===== src/rtl/irq_ctl_pkg.sv =====
package irq_ctl_pkg;

  localparam int unsigned WORD_W     = 32;
  localparam int unsigned ADDR_W     = 5;
  localparam int unsigned GRP_SZ     = 32;
  localparam int unsigned NONE_BIT   = 16;
  localparam int unsigned CLR_EN_BIT = 8;
  localparam int unsigned HALF_SHIFT = 16;

  localparam logic [ADDR_W-1:0] A_CTL    = 5'h00;
  localparam logic [ADDR_W-1:0] A_MASK   = 5'h01;
  localparam logic [ADDR_W-1:0] A_CLR0   = 5'h02;
  localparam logic [ADDR_W-1:0] A_STATUS = 5'h04;
  localparam logic [ADDR_W-1:0] A_MODE0  = 5'h08;
  localparam logic [ADDR_W-1:0] A_PRIO0  = 5'h10;

  typedef enum logic [1:0] {
    TRIG_LOW  = 2'd0,
    TRIG_HIGH = 2'd1,
    TRIG_FALL = 2'd2,
    TRIG_RISE = 2'd3
  } trig_e;

  // word holding the trigger field of source s
  function automatic logic [ADDR_W-1:0] mode_addr(input int s);
    return A_MODE0 + ADDR_W'((s / GRP_SZ) * 2 + ((s >> 3) & 1));
  endfunction

  // bit position of that field
  function automatic int mode_pos(input int s);
    return ((((s & 16) >> 1) | (s & 7)) * 2);
  endfunction

  // word holding the priority slot of source s
  function automatic logic [ADDR_W-1:0] prio_addr(input int s);
    return A_PRIO0 + ADDR_W'((s / GRP_SZ) * 8 + ((s % 16) / 2));
  endfunction

  // bit position of the byte slot
  function automatic int prio_pos(input int s);
    return ((s & 16) + (s & 1) * 8);
  endfunction

  function automatic logic [ADDR_W-1:0] clr_addr(input int s);
    return A_CLR0 + ADDR_W'(s / GRP_SZ);
  endfunction

  // does a clear word name source s (within its group)?
  function automatic logic clr_match(input logic [WORD_W-1:0] w, input int s);
    logic [3:0] idx;
    idx = 4'(s % 16);
    if ((s & 16) != 0)
      return w[CLR_EN_BIT + HALF_SHIFT] && (w[HALF_SHIFT +: 4] == idx);
    return w[CLR_EN_BIT] && (w[3:0] == idx);
  endfunction

  function automatic logic [WORD_W-1:0] status_word(input logic found, input logic [7:0] id);
    logic [WORD_W-1:0] w;
    w           = '0;
    w[NONE_BIT] = ~found;
    w[7:0]      = found ? id : 8'h00;
    return w;
  endfunction

endpackage


===== src/rtl/irq_src_cell.sv =====
module irq_src_cell
  import irq_ctl_pkg::*;
#(
  parameter int unsigned SYNC_STAGES = 2
) (
  input  logic  clk,
  input  logic  rst_n,
  input  logic  raw_i,
  input  trig_e mode_i,
  input  logic  clr_i,
  output logic  pend_o,
  output logic  latch_o,
  output logic  hit_o
);

  // chain_q[0] is the newest sample; one extra stage keeps the previous synced value
  logic [SYNC_STAGES:0] chain_q;
  logic synced, prev, rise, fall, latch_q;

  always_ff @(posedge clk or negedge rst_n) begin
    if (!rst_n) chain_q <= '1;
    else        chain_q <= {chain_q[SYNC_STAGES-1:0], raw_i};
  end

  assign synced = chain_q[SYNC_STAGES-1];
  assign prev   = chain_q[SYNC_STAGES];
  assign rise   = synced & ~prev;
  assign fall   = ~synced & prev;

  always_comb begin
    unique case (mode_i)
      TRIG_FALL: hit_o = fall;
      TRIG_RISE: hit_o = rise;
      default:   hit_o = 1'b0;
    endcase
  end

  // a fresh transition outranks a clear on the same edge
  always_ff @(posedge clk or negedge rst_n) begin
    if (!rst_n)     latch_q <= 1'b0;
    else if (hit_o) latch_q <= 1'b1;
    else if (clr_i) latch_q <= 1'b0;
  end

  always_comb begin
    unique case (mode_i)
      TRIG_LOW:  pend_o = ~synced;
      TRIG_HIGH: pend_o = synced;
      default:   pend_o = latch_q;
    endcase
  end

  assign latch_o = latch_q;

endmodule


===== src/rtl/irq_regs.sv =====
module irq_regs
  import irq_ctl_pkg::*;
#(
  parameter int unsigned NUM_SRC = 64,
  parameter int unsigned PRIO_W  = 3
) (
  input  logic                      clk,
  input  logic                      rst_n,
  input  logic                      we_i,
  input  logic [ADDR_W-1:0]         addr_i,
  input  logic [WORD_W-1:0]         wdata_i,
  input  logic [WORD_W-1:0]         status_i,
  output logic [WORD_W-1:0]         rdata_o,
  output logic                      en_o,
  output logic [PRIO_W-1:0]         mask_o,
  output logic [2*NUM_SRC-1:0]      mode_o,
  output logic [PRIO_W*NUM_SRC-1:0] prio_o,
  output logic [NUM_SRC-1:0]        clr_o
);

  logic              en_q;
  logic [PRIO_W-1:0] mask_q;
  logic [1:0]        mode_q [NUM_SRC];
  logic [PRIO_W-1:0] prio_q [NUM_SRC];

  always_ff @(posedge clk or negedge rst_n) begin
    if (!rst_n) begin
      en_q   <= 1'b0;
      mask_q <= '0;
      for (int s = 0; s < NUM_SRC; s++) begin
        mode_q[s] <= '0;
        prio_q[s] <= '0;
      end
    end else if (we_i) begin
      if (addr_i == A_CTL)  en_q   <= wdata_i[0];
      if (addr_i == A_MASK) mask_q <= wdata_i[PRIO_W-1:0];
      for (int s = 0; s < NUM_SRC; s++) begin
        if (addr_i == mode_addr(s)) mode_q[s] <= wdata_i[mode_pos(s) +: 2];
        if (addr_i == prio_addr(s)) prio_q[s] <= wdata_i[prio_pos(s) +: PRIO_W];
      end
    end
  end

  for (genvar s = 0; s < NUM_SRC; s++) begin : g_src
    assign mode_o[2*s +: 2]           = mode_q[s];
    assign prio_o[PRIO_W*s +: PRIO_W] = prio_q[s];
    assign clr_o[s] = we_i && (addr_i == clr_addr(s)) && clr_match(wdata_i, s);
  end

  always_comb begin
    rdata_o = '0;
    unique case (addr_i)
      A_CTL:    rdata_o[0]          = en_q;
      A_MASK:   rdata_o[PRIO_W-1:0] = mask_q;
      A_STATUS: rdata_o             = status_i;
      default:  ;
    endcase
    for (int s = 0; s < NUM_SRC; s++) begin
      if (addr_i == mode_addr(s)) rdata_o[mode_pos(s) +: 2]      = mode_q[s];
      if (addr_i == prio_addr(s)) rdata_o[prio_pos(s) +: PRIO_W] = prio_q[s];
    end
  end

  assign en_o   = en_q;
  assign mask_o = mask_q;

endmodule


===== src/rtl/irq_arbiter.sv =====
module irq_arbiter #(
  parameter int unsigned NUM_SRC = 64,
  parameter int unsigned PRIO_W  = 3,
  parameter int unsigned ID_W    = 6
) (
  input  logic [NUM_SRC-1:0]        pend_i,
  input  logic [PRIO_W*NUM_SRC-1:0] prio_i,
  input  logic                      en_i,
  input  logic [PRIO_W-1:0]         mask_i,
  output logic                      found_o,
  output logic [ID_W-1:0]           win_id_o,
  output logic [PRIO_W-1:0]         win_prio_o
);

  localparam int RESERVED_SRC = 0;

  logic [PRIO_W-1:0] cur;
  logic              elig;

  // scan from the top down; ">=" lets a lower number take over an equal level
  always_comb begin
    found_o    = 1'b0;
    win_id_o   = '0;
    win_prio_o = '0;
    for (int s = NUM_SRC - 1; s >= 0; s--) begin
      cur  = prio_i[PRIO_W*s +: PRIO_W];
      elig = (s != RESERVED_SRC) && en_i && pend_i[s] && (cur > mask_i);
      if (elig && (cur >= win_prio_o)) begin
        found_o    = 1'b1;
        win_id_o   = ID_W'(s);
        win_prio_o = cur;
      end
    end
  end

endmodule


===== src/rtl/irq_prio_ctrl.sv =====
module irq_prio_ctrl
  import irq_ctl_pkg::*;
#(
  parameter int unsigned NUM_SRC     = 64,
  parameter int unsigned PRIO_W      = 3,
  parameter int unsigned SYNC_STAGES = 2
) (
  input  logic               clk,
  input  logic               rst_n,
  input  logic [NUM_SRC-1:0] src_i,
  input  logic               bus_we_i,
  input  logic [4:0]         bus_addr_i,
  input  logic [31:0]        bus_wdata_i,
  output logic [31:0]        bus_rdata_o,
  output logic               irq_o
);

  localparam int unsigned ID_W = $clog2(NUM_SRC);

  logic                      en_w;
  logic [PRIO_W-1:0]         mask_w;
  logic [2*NUM_SRC-1:0]      mode_w;
  logic [PRIO_W*NUM_SRC-1:0] prio_w;
  logic [NUM_SRC-1:0]        clr_vec;
  logic [NUM_SRC-1:0]        pend_vec;
  logic [NUM_SRC-1:0]        edge_latch;
  logic [NUM_SRC-1:0]        edge_hit;
  logic                      found_w;
  logic [ID_W-1:0]           win_id_w;
  logic [PRIO_W-1:0]         win_prio_w;
  logic [WORD_W-1:0]         status_w;

  irq_regs #(.NUM_SRC(NUM_SRC), .PRIO_W(PRIO_W)) u_regs (
    .clk      (clk),
    .rst_n    (rst_n),
    .we_i     (bus_we_i),
    .addr_i   (bus_addr_i),
    .wdata_i  (bus_wdata_i),
    .status_i (status_w),
    .rdata_o  (bus_rdata_o),
    .en_o     (en_w),
    .mask_o   (mask_w),
    .mode_o   (mode_w),
    .prio_o   (prio_w),
    .clr_o    (clr_vec)
  );

  for (genvar s = 0; s < NUM_SRC; s++) begin : g_cell
    irq_src_cell #(.SYNC_STAGES(SYNC_STAGES)) u_cell (
      .clk     (clk),
      .rst_n   (rst_n),
      .raw_i   (src_i[s]),
      .mode_i  (trig_e'(mode_w[2*s +: 2])),
      .clr_i   (clr_vec[s]),
      .pend_o  (pend_vec[s]),
      .latch_o (edge_latch[s]),
      .hit_o   (edge_hit[s])
    );
  end

  irq_arbiter #(.NUM_SRC(NUM_SRC), .PRIO_W(PRIO_W), .ID_W(ID_W)) u_arb (
    .pend_i     (pend_vec),
    .prio_i     (prio_w),
    .en_i       (en_w),
    .mask_i     (mask_w),
    .found_o    (found_w),
    .win_id_o   (win_id_w),
    .win_prio_o (win_prio_w)
  );

  assign status_w = status_word(found_w, 8'(win_id_w));
  assign irq_o    = found_w;

endmodule


===== config.mk =====
export PLATFORM = sky130hd
export DESIGN_NAME = irq_prio_ctrl
export DESIGN_NICKNAME = d
export VERILOG_FILES = /design/src/rtl/irq_ctl_pkg.sv /design/src/rtl/irq_src_cell.sv /design/src/rtl/irq_regs.sv /design/src/rtl/irq_arbiter.sv /design/src/rtl/irq_prio_ctrl.sv
export SDC_FILE = /design/constraint.sdc
export NUM_CORES = 2
export LEC_CHECK = 0
export BUFFER_PORTS_ARGS = -buffer_cell sky130_fd_sc_hd__buf_2
export CORE_ASPECT_RATIO = 1.75
export CORE_MARGIN = 3
export CORE_UTILIZATION = 60
export CTS_CLUSTER_SIZE = 12
export DETAILED_ROUTE_END_ITERATION = 7
export GPL_ROUTABILITY_DRIVEN = 0
export PLACE_DENSITY = 0.78
export SYNTH_ARGS = -nofsm -noshare
export SYNTH_HDL_FRONTEND = slang
export SYNTH_SLANG_ARGS = --single-unit

===== constraint.sdc =====
create_clock -name clk -period 124.3 [get_ports clk]
set_input_delay 24.86 -clock clk [delete_from_list [all_inputs] [get_ports clk]]
set_output_delay 24.86 -clock clk [all_outputs]
set_load 0.01 [all_outputs]

==> impl_metrics.json <==
{
  "ff2ff_path_depth": 3,
  "timing.final.ws_setup_ns": 5.80,
  "timing.final.crit_share_pct": 95.3,
  "numCtsBuffers": 57,
  "post-synth-top-count-cell": "dfrtp_1",
  "fin_crit_ns": 118.50,
  "wl_per_cell_um": 26.8,
  "worst_pin_slew_ns": 1.38,
  "crit_fanout": 16,
  "synth.top_cell.area_share_pct": 25.4,
  "ys_warn_count": 0,
  "critical_path_class": "reg -> out",
  "num_vias": 34100,
  "violations": "DRC",
  "drt-total-wl_um": 133000,
  "numPortBuffers": 135,
  "placed_cells": 4829,
  "syn-num-nets": 4359,
  "finalSetupViolations": 0,
  "drc": 29,
  "boundaryPins": 137,
  "hp-start": "g_cell[55].u_cell.chain_q[0]",
  "synth.avg_cell_area_um2": 9.63,
  "cp-start-kind": "flip-flop",
  "cts_root_buf": "clkbuf_16",
  "htreeDepth": 2,
  "grt_pass1_wl_um": 198000,
  "track_usage_pct": 39.0,
  "die_w_um": 197,
  "hold_class": "reg -> reg",
  "reg2reg_from": "u_regs.en_o",
  "timing.rr.end": "u_regs.en_o",
  "hold_depth": 0,
  "clk_path_buf_depth": 3,
  "drt_iter0_markers": 3415,
  "nFillCells": 4981,
  "cts_hold_buf": 0,
  "min_to": "g_cell[55].u_cell.chain_q[1]",
  "die_area_um2": 66700,
  "synth_top_area_cell": "dfrtp_1",
  "final_nets": 4496,
  "rows": 121,
  "finalHoldViolCount": 0,
  "ys.flop_type": "dfrtp_1",
  "cp_slowest_cell": "or4_1",
  "clkTransAtPathRegs_ns": 0.07,
  "cts.sinks": 576,
  "worstPathRequired_ns": 99.44,
  "synth-edff-count": 0,
  "dp_hpwl_um": 95900,
  "die_h_um": 339,
  "multiInputGateArea_um2": 22300,
  "critical_path.max_stage_delay_ns": 0.71,
  "area_growth_pct": 9.18,
  "seqCellArea_um2": 14700,
  "slew_headroom_pct": 6.79,
  "synth_area_um2": 38100,
  "finalClockSkew_ns": 0.0326,
  "ys_seq_elements": 576,
  "start_util_pct": 61.0,
  "grt_max_degree": 95,
  "synthTopCellsByArea": "dfrtp_1, dfstp_2, mux2_2, ha_1, nand2_1",
  "yosys-top-cells-count": "dfrtp_1, nand2_1, mux2_2",
  "outcome": "finished, violations left",
  "ff2ff_setup_slack_ns": 122.43,
  "peakVddDrop_mv": 0.0185,
  "detail-route-antenna-nets": 0,
  "grt.overflow.total": 0,
  "first_pass_iters": 8,
  "grt_antenna_before_repair": 9,
  "power.density_nw_per_um2": 25.1,
  "grt_pass1_vias": 33200,
  "p_leak_nw": 18.7,
  "max_freq_mhz": 8.44,
  "seq_area_frac_synth_pct": 38.4,
  "worstPathArrival_ns": 93.64,
  "place_worst_setup_slack_ns": 5.85,
  "coreArea_um2": 62500,
  "vias_per_cell": 6.89,
  "max_cap_violations": 0,
  "final_core_util_pct": 66.6,
  "synth_cells": 3957,
  "crit_top_cell": "ha_1",
  "clk_latency_ns": 0.68,
  "synth-async-reset-ratio_pct": 100,
  "fin_cells": 4945,
  "synth_cell_types": 123,
  "cts_tree": "done",
  "slew_violations": 0,
  "drive_gt1_share_pct": 22.0,
  "cp-end-kind": "output pin"
}
logic make-up (layout without fill, tap and decap cells):
family                   after synthesis  in the layout  share of synthesized area [%]
buffers and inverters                316            502                           3.29
flip-flops                           576            576                           38.4
multiplexers                         374            374                           11.0
AO/OA/AOI/OAI                       1043           1043                           18.6
AND/OR/NAND/NOR                     1265           1265                           16.8
adder cells (fa/ha/maj)              320            320                           10.4
XOR/XNOR                              63             63                           1.45
other                                  0              3                              0
layout by cell type, fill, tap and decap left out, types with 75 or more instances in the layout:
cell        n
dfrtp_1   385
nand2_1   380
mux2_2    351
ha_1      298
a21oi_1   238
nor2_1    235
o21ai_0   225
inv_1     204
dfstp_2   189
nand3_1   145
buf_2     134
a21o_1     89
nor3_1     79
nand2b_1   75
worst max-delay path: cells and delay by family, from the launching register on:
kind | cells | cell delay, ns
buffers and inverters | 16 | 1.60
AO/OA/AOI/OAI | 151 | 30.39
flip-flops | 1 | 0.42
adder cells (fa/ha/maj) | 81 | 23.00
multiplexers | 28 | 10.20
AND/OR/NAND/NOR | 157 | 27.36
through the flow:
| step | instance area [um^2] | TNS, ns | power (mW) | hold slack [ns] |
|---|---|---|---|---|
| 2_1_floorplan | 38100 | 0 | 0.686 | 0.345 |
| 3_3_place_gp | 39700 | 0 | 0.821 | 0.346 |
| 3_5_place_dp | 39700 | 0 | 0.842 | 0.347 |
| 4_1_cts | 41500 | 0 | 1.02 | 0.349 |
| 5_1_grt | 41600 | -0.0605 | 1.12 | 0.354 |
| 6_report | 41600 | 0 | 1.04 | 0.350 |
cell type report:
type | instances | area share, %
Sequential cell | 576 | 35.2
Timing Repair Buffer | 188 | 2.60
Multi-Input combinational cell | 3065 | 53.7
Antenna cell | 3 | 0.0180
Clock inverter | 10 | 0.313
Tap cell | 799 | 2.40
Inverter | 206 | 1.86
Clock buffer | 98 | 3.94
sequential cells by signal (all words and copies together) (netlist names):
| signal | count |
|---|---|
| u_regs.mode_o | 128 |
| g_cell.u_cell.latch_o | 63 |
| g_cell.u_cell.chain_q | 189 |
| u_regs.mask_o | 3 |
| u_regs.en_o | 1 |
| u_regs.prio_o | 192 |
layer usage:
layer | vias to the layer above | wire [um] | share of wire, % | GRT usage [%]
li1 | 14900 | - | - | -
met1 | 16300 | 43500 | 33 | 42.3
met2 | 1999 | 60000 | 45 | 62.1
met3 | 817 | 13300 | 10 | 10.2
met4 | 10 | 15900 | 12 | 35.0
met5 | - | 57 | 0.043 | 0
report_power, final:
part | leakage (nW) | switching [mW] | total (mW) | internal [mW]
logic | 11.2 | 0.353 | 0.613 | 0.260
clock network | 0.851 | 0.0775 | 0.171 | 0.0938
registers | 6.69 | 0.0441 | 0.259 | 0.215
timing repair:
item | 4_1_cts | 5_1_grt
hold endpoints to repair | 0 | 0
setup endpoints to repair | 0 | 8
resized for setup | 0 | 25
setup buffers | 0 | 5
how the worst max path moves through the flow:
| stage | start | end | cells past startpoint |
|---|---|---|---|
| 6_report | u_regs.mask_o[2] | bus_rdata_o[16] | 433 |
| 5_1_grt | u_regs.mask_o[2] | bus_rdata_o[16] | 432 |
| 4_1_cts | u_regs.mask_o[2] | bus_rdata_o[16] | 432 |
| 3_5_place_dp | u_regs.mask_o[2] | bus_rdata_o[16] | 432 |
| 3_3_place_gp | u_regs.mask_o[2] | bus_rdata_o[16] | 432 |
| 2_1_floorplan | u_regs.mask_o[2] | bus_rdata_o[16] | 436 |
(Power assumes the default switching activity.)
